## config.mk

```make
export PLATFORM = sky130hd
export DESIGN_NAME = can_fault_conf
export DESIGN_NICKNAME = d
export VERILOG_FILES = /design/src/rtl/can_fc_pkg.sv /design/src/rtl/can_fc_run_ctr.sv /design/src/rtl/can_fc_tx_ctr.sv /design/src/rtl/can_fc_rx_ctr.sv /design/src/rtl/can_fault_conf.sv
export SDC_FILE = /design/constraint.sdc
export NUM_CORES = 1
export LEC_CHECK = 0
export BUFFER_PORTS_ARGS = -buffer_cell sky130_fd_sc_hd__buf_2
export CORE_MARGIN = 1.5
export CORE_UTILIZATION = 50
export CTS_CLUSTER_SIZE = 24
export DETAILED_ROUTE_END_ITERATION = 8
export GPL_TIMING_DRIVEN = 0
export PLACE_DENSITY = 0.8
export RECOVER_POWER = 25
export SLEW_MARGIN = 20
export SYNTH_ARGS = -nofsm -noshare
export SYNTH_HDL_FRONTEND = slang
export SYNTH_SLANG_ARGS = --single-unit
```

## constraint.sdc

```tcl
create_clock -name clk -period 2.9 [get_ports clk]
set_clock_uncertainty 0.05 [all_clocks]
set_input_delay 0.87 -clock clk [delete_from_list [all_inputs] [get_ports clk]]
set_output_delay 0.87 -clock clk [all_outputs]
set_load 0.01 [all_outputs]
```

## src/rtl/can_fc_pkg.sv

```systemverilog
`timescale 1ns/1ps
package can_fc_pkg;
  typedef enum logic [1:0] {
    FC_ACTIVE  = 2'b00,
    FC_PASSIVE = 2'b01,
    FC_BUSOFF  = 2'b10
  } fc_state_e;
endpackage

```

## src/rtl/can_fc_run_ctr.sv

```systemverilog
`timescale 1ns/1ps
module can_fc_run_ctr #(
  parameter int RUN_LEN = 11
) (
  input  logic clk,
  input  logic rst,
  input  logic in_boff,
  input  logic bit_vld,
  input  logic bit_rec,
  output logic run_wrap
);
  localparam int RUN_W = $clog2(RUN_LEN);

  logic [RUN_W-1:0] run_q;

  assign run_wrap = in_boff && bit_vld && bit_rec && (run_q == RUN_W'(RUN_LEN - 1));

  always_ff @(posedge clk) begin
    if (rst || !in_boff) begin
      run_q <= '0;
    end else if (bit_vld) begin
      if (!bit_rec || run_wrap) run_q <= '0;
      else                      run_q <= run_q + 1'b1;
    end
  end

  AST_RUN_RANGE: assert property (@(posedge clk) disable iff (rst)
    run_q < RUN_W'(RUN_LEN));
  AST_DOMINANT_CLEARS: assert property (@(posedge clk) disable iff (rst)
    (in_boff && bit_vld && !bit_rec) |=> (run_q == '0));
endmodule

```

## src/rtl/can_fc_tx_ctr.sv

```systemverilog
`timescale 1ns/1ps
module can_fc_tx_ctr
  import can_fc_pkg::*;
#(
  parameter int CNT_W      = 8,
  parameter int ERR_STEP   = 8,
  parameter int RECOV_RUNS = 128
) (
  input  logic             clk,
  input  logic             rst,
  input  fc_state_e        st,
  input  logic             tx_err,
  input  logic             ack_err,
  input  logic             tx_ok,
  input  logic             run_wrap,
  output logic [CNT_W-1:0] tec_q,
  output logic [CNT_W-1:0] tec_nxt,
  output logic             boff_enter,
  output logic             recov_done
);
  localparam int SUM_W = CNT_W + 1;

  logic             in_boff;
  logic             inc;
  logic [SUM_W-1:0] sum;

  assign in_boff    = st[1];
  assign inc        = tx_err || (ack_err && st == FC_ACTIVE);
  assign sum        = {1'b0, tec_q} + SUM_W'(ERR_STEP);
  assign boff_enter = !in_boff && inc && sum[CNT_W];
  assign recov_done = in_boff && run_wrap && (tec_q == CNT_W'(RECOV_RUNS - 1));

  always_comb begin
    tec_nxt = tec_q;
    if (in_boff) begin
      if (recov_done)    tec_nxt = '0;
      else if (run_wrap) tec_nxt = tec_q + 1'b1;
    end else if (inc) begin
      tec_nxt = boff_enter ? '0 : sum[CNT_W-1:0];
    end else if (tx_ok && tec_q != '0) begin
      tec_nxt = tec_q - 1'b1;
    end
  end

  always_ff @(posedge clk) begin
    if (rst) tec_q <= '0;
    else     tec_q <= tec_nxt;
  end

  AST_ACK_IGNORED_PASSIVE: assert property (@(posedge clk) disable iff (rst)
    (st == FC_PASSIVE && ack_err && !tx_err && !tx_ok) |=> (tec_q == $past(tec_q)));
  AST_BOFF_FREEZE: assert property (@(posedge clk) disable iff (rst)
    (in_boff && !run_wrap) |=> (tec_q == $past(tec_q)));
endmodule

```

## src/rtl/can_fc_rx_ctr.sv

```systemverilog
`timescale 1ns/1ps
module can_fc_rx_ctr #(
  parameter int CNT_W   = 8,
  parameter int LIMIT   = 128,
  parameter int RELOAD  = 127
) (
  input  logic             clk,
  input  logic             rst,
  input  logic             in_boff,
  input  logic             clr,
  input  logic             rx_err,
  input  logic             rx_ok,
  output logic [CNT_W-1:0] rec_q,
  output logic [CNT_W-1:0] rec_nxt
);
  logic high;

  assign high = rec_q >= CNT_W'(LIMIT);

  always_comb begin
    rec_nxt = rec_q;
    if (in_boff) begin
      if (clr) rec_nxt = '0;
    end else if (rx_err) begin
      if (!high) rec_nxt = rec_q + 1'b1;
    end else if (rx_ok) begin
      if (high)                rec_nxt = CNT_W'(RELOAD);
      else if (rec_q != '0)    rec_nxt = rec_q - 1'b1;
    end
  end

  always_ff @(posedge clk) begin
    if (rst) rec_q <= '0;
    else     rec_q <= rec_nxt;
  end

  AST_REC_CAP: assert property (@(posedge clk) disable iff (rst)
    rec_q <= CNT_W'(LIMIT));
  AST_REC_RELOAD: assert property (@(posedge clk) disable iff (rst)
    (!in_boff && rx_ok && !rx_err && high) |=> (rec_q == CNT_W'(RELOAD)));
endmodule

```

## src/rtl/can_fault_conf.sv

```systemverilog
`timescale 1ns/1ps
module can_fault_conf
  import can_fc_pkg::*;
#(
  parameter int CNT_W      = 8,
  parameter int PASS_LIM   = 128,
  parameter int ERR_STEP   = 8,
  parameter int REC_RELOAD = 127,
  parameter int RUN_LEN    = 11,
  parameter int RECOV_RUNS = 128
) (
  input  logic             clk,
  input  logic             rst,
  input  logic             tx_err,
  input  logic             rx_err,
  input  logic             ack_err,
  input  logic             tx_ok,
  input  logic             rx_ok,
  input  logic             bit_vld,
  input  logic             bit_rec,
  output logic [CNT_W-1:0] tec,
  output logic [CNT_W-1:0] rec,
  output logic [1:0]       fc_state,
  output logic             boff_pulse
);
  fc_state_e        st_q, st_nxt;
  logic             run_wrap, boff_enter, recov_done;
  logic [CNT_W-1:0] tec_nxt, rec_nxt;

  can_fc_run_ctr #(.RUN_LEN(RUN_LEN)) u_run (
    .clk(clk), .rst(rst), .in_boff(st_q[1]),
    .bit_vld(bit_vld), .bit_rec(bit_rec), .run_wrap(run_wrap)
  );

  can_fc_tx_ctr #(.CNT_W(CNT_W), .ERR_STEP(ERR_STEP), .RECOV_RUNS(RECOV_RUNS)) u_tx (
    .clk(clk), .rst(rst), .st(st_q), .tx_err(tx_err), .ack_err(ack_err),
    .tx_ok(tx_ok), .run_wrap(run_wrap), .tec_q(tec), .tec_nxt(tec_nxt),
    .boff_enter(boff_enter), .recov_done(recov_done)
  );

  can_fc_rx_ctr #(.CNT_W(CNT_W), .LIMIT(PASS_LIM), .RELOAD(REC_RELOAD)) u_rx (
    .clk(clk), .rst(rst), .in_boff(st_q[1]), .clr(recov_done),
    .rx_err(rx_err), .rx_ok(rx_ok), .rec_q(rec), .rec_nxt(rec_nxt)
  );

  always_comb begin
    if (st_q[1])
      st_nxt = recov_done ? FC_ACTIVE : FC_BUSOFF;
    else if (boff_enter)
      st_nxt = FC_BUSOFF;
    else if (tec_nxt >= CNT_W'(PASS_LIM) || rec_nxt >= CNT_W'(PASS_LIM))
      st_nxt = FC_PASSIVE;
    else
      st_nxt = FC_ACTIVE;
  end

  always_ff @(posedge clk) begin
    if (rst) begin
      st_q       <= FC_ACTIVE;
      boff_pulse <= 1'b0;
    end else begin
      st_q       <= st_nxt;
      boff_pulse <= boff_enter;
    end
  end

  assign fc_state = st_q;

  AST_STATE_LEGAL: assert property (@(posedge clk) disable iff (rst)
    fc_state != 2'b11);
  AST_BOFF_TEC_ZERO: assert property (@(posedge clk) disable iff (rst)
    boff_pulse |-> (st_q == FC_BUSOFF && tec == '0));
  AST_BOFF_PULSE_SHORT: assert property (@(posedge clk) disable iff (rst)
    boff_pulse |=> !boff_pulse);
  AST_RECOVERY_CLEARS: assert property (@(posedge clk) disable iff (rst)
    (st_q == FC_ACTIVE && $past(st_q) == FC_BUSOFF) |-> (tec == '0 && rec == '0));
endmodule

```

==> metrics.txt, run 1 <==
status=finished, final reports clean; largest family of logic cells by synthesized area=simple AND/OR/NAND/NOR gates; min-delay worst type=reg -> reg; final critical-path required period=2.14 ns; Worst Tran Pin Value=0.516 ns; Rows=21; Yosys top cell area share=25.9%; die area=3920 um^2; Leak=0.814 nW; sequential-to-total area share from yosys stat=25.9%; XOR/XNOR Fraction of Synth Area=3.94%; syn nets=254; share of layout cells above drive strength 1=15.9%; clk root buf=clkbuf_4; PortBufs=25; Die X=62.6 um; global-route wire length before repair=7440 um; pin count of the biggest net entering global routing=13; hold buffers post-CTS=0; CTS tree=yes; DR iter-0 viols=138; vias=1860; Worst-path clk slew=0.13 ns; Initial Util=52.8%; Setup TNS=0 ns; via/cell ratio=6.00; setup violators final=0; area share of fa/ha/maj cells after synthesis=7.04%; vias in the first global route=1632; Max Root-Sink Buffers=2; Pre-antenna DRT Iters=4; total CTS buffers=3; Worst R2R Setup Slack=0.76 ns; FF-to-FF Start=fc_state[1]; Worst IR Drop VDD=0.000285 V; routing usage on met3=4.68%; largest area contributor in the netlist=dfxtp_1; CP max FO=10; Tcrit/Tclk final=74.0%; Worst Hold Path EP=u_run.run_q[1]; Worst EP required=3.06 ns; Post-DP Area=1960 um^2; CP arrival=2.31 ns; Pwr Density=583 nW/um^2; count leader, synth=nand2_1; M1 GR Usage=32.7%; Main synth FF type=dfxtp_1; FFs w/ async S/R, synth=0%; hold path cells=2; RSZ-0062 raised after global routing=false; Slew headroom=65.6%; fmax=0.466 GHz; post-synthesis mux area share=2.96%; final core utilization=58.9%; GP Congestion=0.982; ANT nets after route=0; Top Ports=28; Post-CTS Setup Bufs=0; GRT busiest layer=met2; synth top area cells=dfxtp_1, ha_1, nand2_1, a21oi_1, nor2_1; initial antenna violation count=0; Worst R2R End=u_tx.tec_q[6]; H-tree depth=1; routed len/inst=14.2 um; DRC Markers=0; Simple-Gate Fraction of Synth Area=28.0%; gr ovfl total=0; mean post-synth cell area=7.56 um^2; worst min-delay path startpoint=u_run.run_q[1]; critical path class=reg -> reg; DP Wirelength=3280 um; All-Layer GR Usage=23.1%; final instance area=1980 um^2; die height=62.6 um; Netlist cell types=56; Yosys Warn Count=0; Layout area overhead=11.4%; clk sinks=23; Post-synth EDFFs=0; met2 Use GR=35.9%; max-slew violation count=0; core area=3360 um^2; antenna diode count=0; Compound-Gate Fraction of Synth Area=25.0%; post-CTS sizing=0; synthesized cell area=1780 um^2; WHS=0.481 ns; Final Hold Violating Endpoints=0; crit end category=register; Register-to-Register Path Depth=7; Post-Syn Instances=235; Seq cells post-synth=23; final wirelength=4400 um; Critical Path Source Type=register; max cap viols=0; Nets=284; clk_lat worst skew=0.31 ns; Post-synth top cells=nand2_1, dfxtp_1, nor2_1, a21oi_1, o21ai_0
report_power, final:
part	internal [mW]	total [mW]	switching, mW
registers	0.366	0.460	0.0942
clock network	0.0538	0.151	0.0967
logic	0.242	0.543	0.302
total	0.662	1.15	0.493
cells in the final DEF (no fill, tap or decap), types with 2 or more instances in the layout:
cell type	count
a21o_1	3
a21oi_1	19
a221oi_1	3
a22o_1	4
a31oi_1	8
and2_1	2
buf_2	23
buf_4	3
clkbuf_1	11
clkbuf_4	3
dfxtp_1	23
ha_1	10
inv_1	12
mux2_1	2
mux2i_1	3
nand2_1	28
nand3_1	13
nand4_1	4
nor2_1	23
nor2b_1	2
nor3_1	6
nor3b_1	2
nor4_1	2
o21ai_0	15
o22a_1	2
xnor2_1	4
xor2_1	4
metrics by stage:
| step | cells | power (mW) | setup slack (ns) |
|---|---|---|---|
| finish | 310 | 1.15 | 0.755 |
| global route | 310 | 1.24 | 0.558 |
| CTS | 310 | 1.15 | 0.771 |
| detailed placement | 306 | 0.998 | 0.451 |
| global placement | 306 | 0.986 | 0.473 |
| floorplan | 235 | 0.843 | 0.626 |
layer usage:
layer	share of wire (%)	wire (um)
met5	0	0
met2	44	1930
met3	6.8	297
met4	0.86	38
met1	49	2130
layout make-up:
type | instances | area [um^2]
timing repair buffer | 25 | 120
tap | 46 | 57.6
sequential | 23 | 460
inverter | 12 | 45.0
clock buffer | 4 | 26.3
multi-input combinational | 187 | 1190
buffer | 13 | 80.1
fill | 333 | 1380
worst max path at each step:
stage	endpoint	start	slack, ns	cells past startpoint
2_1_floorplan	u_tx.tec_q[0]	bit_vld	0.63	8
3_3_place_gp	u_tx.tec_q[3]	bit_vld	0.47	8
3_5_place_dp	u_tx.tec_q[0]	bit_vld	0.45	8
4_1_cts	u_rx.rec_q[5]	u_rx.rec_q[0]	0.77	8
5_1_grt	u_tx.tec_q[6]	fc_state[1]	0.56	7
6_report	u_tx.tec_q[6]	fc_state[1]	0.76	7
critical path, cell delays in order (launching register included):
cell      delay (ns)
dfxtp_1         0.39
clkbuf_1        0.36
inv_1           0.21
a21oi_1         0.37
nand3_1         0.13
a21oi_1         0.15
a31oi_1         0.07
mux2_1          0.33
state kept, by name, indices dropped and copies added, names as in the netlist:
register     flops
boff_pulse       1
fc_state         2
u_run.run_q      4
u_rx.rec_q       8
u_tx.tec_q       8
cells by family after synthesis:
kind of cell	Yosys count
AO/OA/AOI/OAI	68
XOR/XNOR	8
adder cells (fa/ha/maj)	10
buffers and inverters	25
flip-flops	23
multiplexers	5
AND/OR/NAND/NOR	96
Power figures use the tool's default switching activity.
==> inputs of run 2 (changes only) <==
- PLACE_DENSITY: 0.8 -> 0.83
- clock period: 2.9 -> 1.75 ns (I/O delays scaled with it)
==> metrics.txt, run 2 (same netlist as run 1, synthesis figures left out) <==
Worst IR Drop VDD=0.000406 V; H-tree depth=1; hold path cells=2; Filler cells=276; PortBufs=25; hold buffers post-CTS=0; Flop pwr share=32.6%; Internal Power=1.36 mW; Logic pwr share=55.7%; die height=62.6 um; max-slew violation count=0; Critical Path Source Type=register; routed len/inst=17.2 um; Net Sw Frac=43.0%; net switching power figure=1.02 mW; GP Congestion=0.912; critical path class=reg -> reg; via/cell ratio=6.36; pin count of the biggest net entering global routing=13; Worst Tran Pin Value=0.563 ns; fin cells=323; Clk pwr share=11.7%; fmax=0.539 GHz; Register-to-Register Path Depth=5; Pre-antenna DRT Iters=5; DR iter-0 viols=189; All-Layer GR Usage=28.0%; Worst-path clk slew=0.15 ns; CP arrival=2.08 ns; Worst EP required=1.97 ns; min-delay worst type=in -> reg; Initial Util=52.8%; die area=3920 um^2; Leak=0.937 nW; most frequent cells in the layout=nand2_1, buf_2, nor2_1; crit end category=register; vias=2055; max cap viols=0; Pwr Density=1010 nW/um^2; failing checks=negative setup slack; antenna diode count=0; Tcrit/Tclk final=106%; Multi-input gate area=1420 um^2; DRC Markers=0; clk root buf=clkbuf_4; global-route wire length before repair=8800 um; clk_lat worst skew=0.34 ns; vias in the first global route=1888; RSZ-0062 raised after global routing=true; status=finished, violations left; setup violators final=11; Max Root-Sink Buffers=2; final wirelength=5560 um; ANT nets after route=0; final critical-path required period=1.86 ns; Nets=297; register area=488 um^2; DP Wirelength=3430 um; Slew headroom=62.0%; Die X=62.6 um; registers with the most flip-flops=u_rx.rec_q (8), u_tx.tec_q (8), u_run.run_q (4); Layout area overhead=32.7%; post-route setup slack=-0.107 ns; pre-CTS setup slack=-0.307 ns; commonest non-fill, non-tap cell in the layout=nand2_1; total CTS buffers=3; gr ovfl total=0; Top Ports=28; Final Hold Violating Endpoints=0; clk sinks=23; CP max FO=4; core area=3360 um^2; placed cell count=306; Rows=21; CTS tree=yes; share of layout cells above drive strength 1=37.5%; WHS=0.320 ns; initial antenna violation count=0
==> run 2: power by group through the flow <==
stage	sequential [mW]	combinational [mW]	clock (mW)
5_1_grt	0.790	1.43	0.297
3_5_place_dp	0.792	0.954	0
3_3_place_gp	0.786	0.930	0
2_1_floorplan	0.799	0.688	0
6_report	0.777	1.33	0.278
4_1_cts	0.752	1.21	0.275
==> run 2: worst max-delay path, stage by stage, from the launching register on <==
cell and delay [ns]:
dfxtp_2 0.37, or4_4 0.59, o21ai_4 0.25, nor2_4 0.09
mux2_4 0.30, o22ai_1 0.14
==> run 2: layout make-up <==
cell class                 count  area share, %
clock buffer                   4           1.11
buffer                        12           3.93
multi-input combinational    187           60.0
sequential                    23           20.7
tap                           46           2.44
timing repair buffer          39           9.71
inverter                      12           2.12
==> run 2: repair_timing <==
action	4_1_cts	5_1_grt
buffers inserted	9	4
pin swaps	11	14
endpoints found under the setup margin	16	17
gates resized for setup	36	25
gates cloned	1	0
==> run 2: final timing paths <==
check            startpoint        endpoint  slack [ns]
max           u_tx.tec_q[2]   u_tx.tec_q[1]       -0.11
min                 bit_vld  u_run.run_q[1]        0.32
max reg2reg   u_tx.tec_q[2]   u_tx.tec_q[1]       -0.11
min reg2reg  u_run.run_q[1]  u_run.run_q[1]        0.48
==> run 2: through the flow <==
step                power (mW)  utilization (%)  instance area (um^2)  setup TNS, ns
CTS                       2.24             67.2                  2260         -0.620
global route              2.52             70.1                  2360          -1.47
finish                    2.38             70.1                  2360         -0.710
floorplan                 1.49                -                  1830         -0.216
global placement          1.72             59.9                  2010          -1.90
detailed placement        1.75             59.9                  2010          -2.30
==> run 2: metal layers <==
layer  track usage [%]  vias to the layer above  part of all wire, %
met5                 0                        -                    0
met4              10.3                        0                  3.0
met2              45.8                      149                   47
met3              5.23                       27                  9.7
met1              36.7                      936                   40
li1                  -                      943                    -
==> inputs of run 3 (changes only) <==
- PLACE_DENSITY: 0.83 -> 0.8
- clock period: 1.75 -> 1.85 ns (I/O delays scaled with it)
==> metrics.txt, run 3 (same netlist as run 1, synthesis figures left out) <==
PortBufs=25; Clk pwr share=11.7%; via/cell ratio=6.65; die height=62.6 um; final core utilization=72.5%; max-slew violation count=0; max cap viols=0; Rows=21; vias=2207; CP arrival=2.20 ns; routed len/inst=18.6 um; fmax=0.499 GHz; Worst IR Drop VDD=0.000455 V; clk sinks=23; Leak=1.00 nW; GP Congestion=0.918; fin cells=332; Pwr Density=954 nW/um^2; Top Ports=28; most frequent cells in the layout=nand2_1, buf_2, buf_4; Setup TNS=-0.568 ns; final wirelength=6170 um; pin count of the biggest net entering global routing=14; H-tree depth=1; gr ovfl total=0; DR iter-0 viols=309; clk_lat worst skew=0.35 ns; commonest non-fill, non-tap cell in the layout=nand2_1; hold buffers post-CTS=0; critical path class=reg -> reg; failing checks=negative setup slack; RSZ-0062 raised after global routing=true; Critical Path Source Type=register; placed cell count=306; Final Hold Violating Endpoints=0; CTS tree=yes; Pre-antenna DRT Iters=5; All-Layer GR Usage=26.7%; Flop pwr share=31.3%; DRC Markers=0; initial antenna violation count=0; total power=2.33 mW; Layout area overhead=37.3%; global-route wire length before repair=8410 um; core area=3360 um^2; registers with the most flip-flops=u_rx.rec_q (8), u_tx.tec_q (8), u_run.run_q (4); Internal Power=1.29 mW; Max Root-Sink Buffers=2; Post-DP Area=1980 um^2; final critical-path required period=2.00 ns; clk root buf=clkbuf_4; setup violators final=9; die area=3920 um^2; crit end category=register; Die X=62.6 um; Initial Util=52.8%; ANT nets after route=0; Worst EP required=2.04 ns; Slew headroom=63.4%; post-route setup slack=-0.155 ns; Net Sw Frac=44.5%; Worst Tran Pin Value=0.549 ns; vias in the first global route=1805; CP max FO=3; min-delay worst type=in -> reg; share of layout cells above drive strength 1=39.9%; Worst-path clk slew=0.16 ns; net switching power figure=1.04 mW; Tcrit/Tclk final=108%; status=finished, violations left; DP Wirelength=3250 um; Logic pwr share=57.0%; final instance area=2440 um^2; total CTS buffers=3; Nets=306; antenna diode count=0
-- run 3: power by group through the flow --
stage	sequential, mW	combinational, mW	clock (mW)
6_report	0.729	1.33	0.272
5_1_grt	0.739	1.40	0.296
4_1_cts	0.714	1.11	0.262
3_5_place_dp	0.728	0.837	0
3_3_place_gp	0.727	0.827	0
2_1_floorplan	0.738	0.598	0
-- run 3: worst paths after layout --
path	start	to	slack (ns)	cells after the start
setup / recovery	u_tx.tec_q[0]	u_tx.tec_q[4]	-0.15	8
setup reg to reg	u_tx.tec_q[0]	u_tx.tec_q[4]	-0.15	8
hold / removal	bit_vld	u_run.run_q[1]	0.37	2
hold reg to reg	u_run.run_q[1]	u_run.run_q[1]	0.48	2
-- run 3: per-stage QoR --
step / hold slack [ns] / setup slack (ns)
after global routing: 0.371 / -0.145
after detailed placement: 0.455 / -0.264
after floorplan: 0.437 / 0.00129
after global placement: 0.449 / -0.222
after CTS: 0.372 / 0.00331
final: 0.369 / -0.155
-- run 3: layout make-up --
type                       instances  area [um^2]
clock buffer                       3         22.5
multi-input combinational        187         1410
timing repair buffer              48          319
buffer                            12         86.3
clock inverter                     1         5.00
tap                               46         57.6
inverter                          12         53.8
sequential                        23          487
fill                             263          925
-- run 3: metal layers --
layer,vias to the layer above,wire length (um),GRT usage (%),part of all wire (%)
met5,-,0,0,0
met4,0,326,12.5,5.3
met3,48,582,5.77,9.4
met2,184,2770,40.9,45
met1,1015,2500,35.8,40
li1,960,-,-,-
-- run 3: worst max-delay path: stages (launching register included) --
cell and delay, ns:
dfxtp_4 0.39, inv_4 0.06, ha_4 0.12, or3b_4 0.41
o21ai_4 0.26, nor4b_2 0.09, xnor2_1 0.20, o21ai_1 0.12
a22o_1 0.18
-- run 3: repair_timing --
| item | in CTS | in global routing |
|---|---|---|
| pin swaps | 7 | 19 |
| buffers inserted | 11 | 11 |
| resized for setup | 32 | 36 |
| setup endpoints to repair | 17 | 15 |
| gates cloned | 0 | 1 |
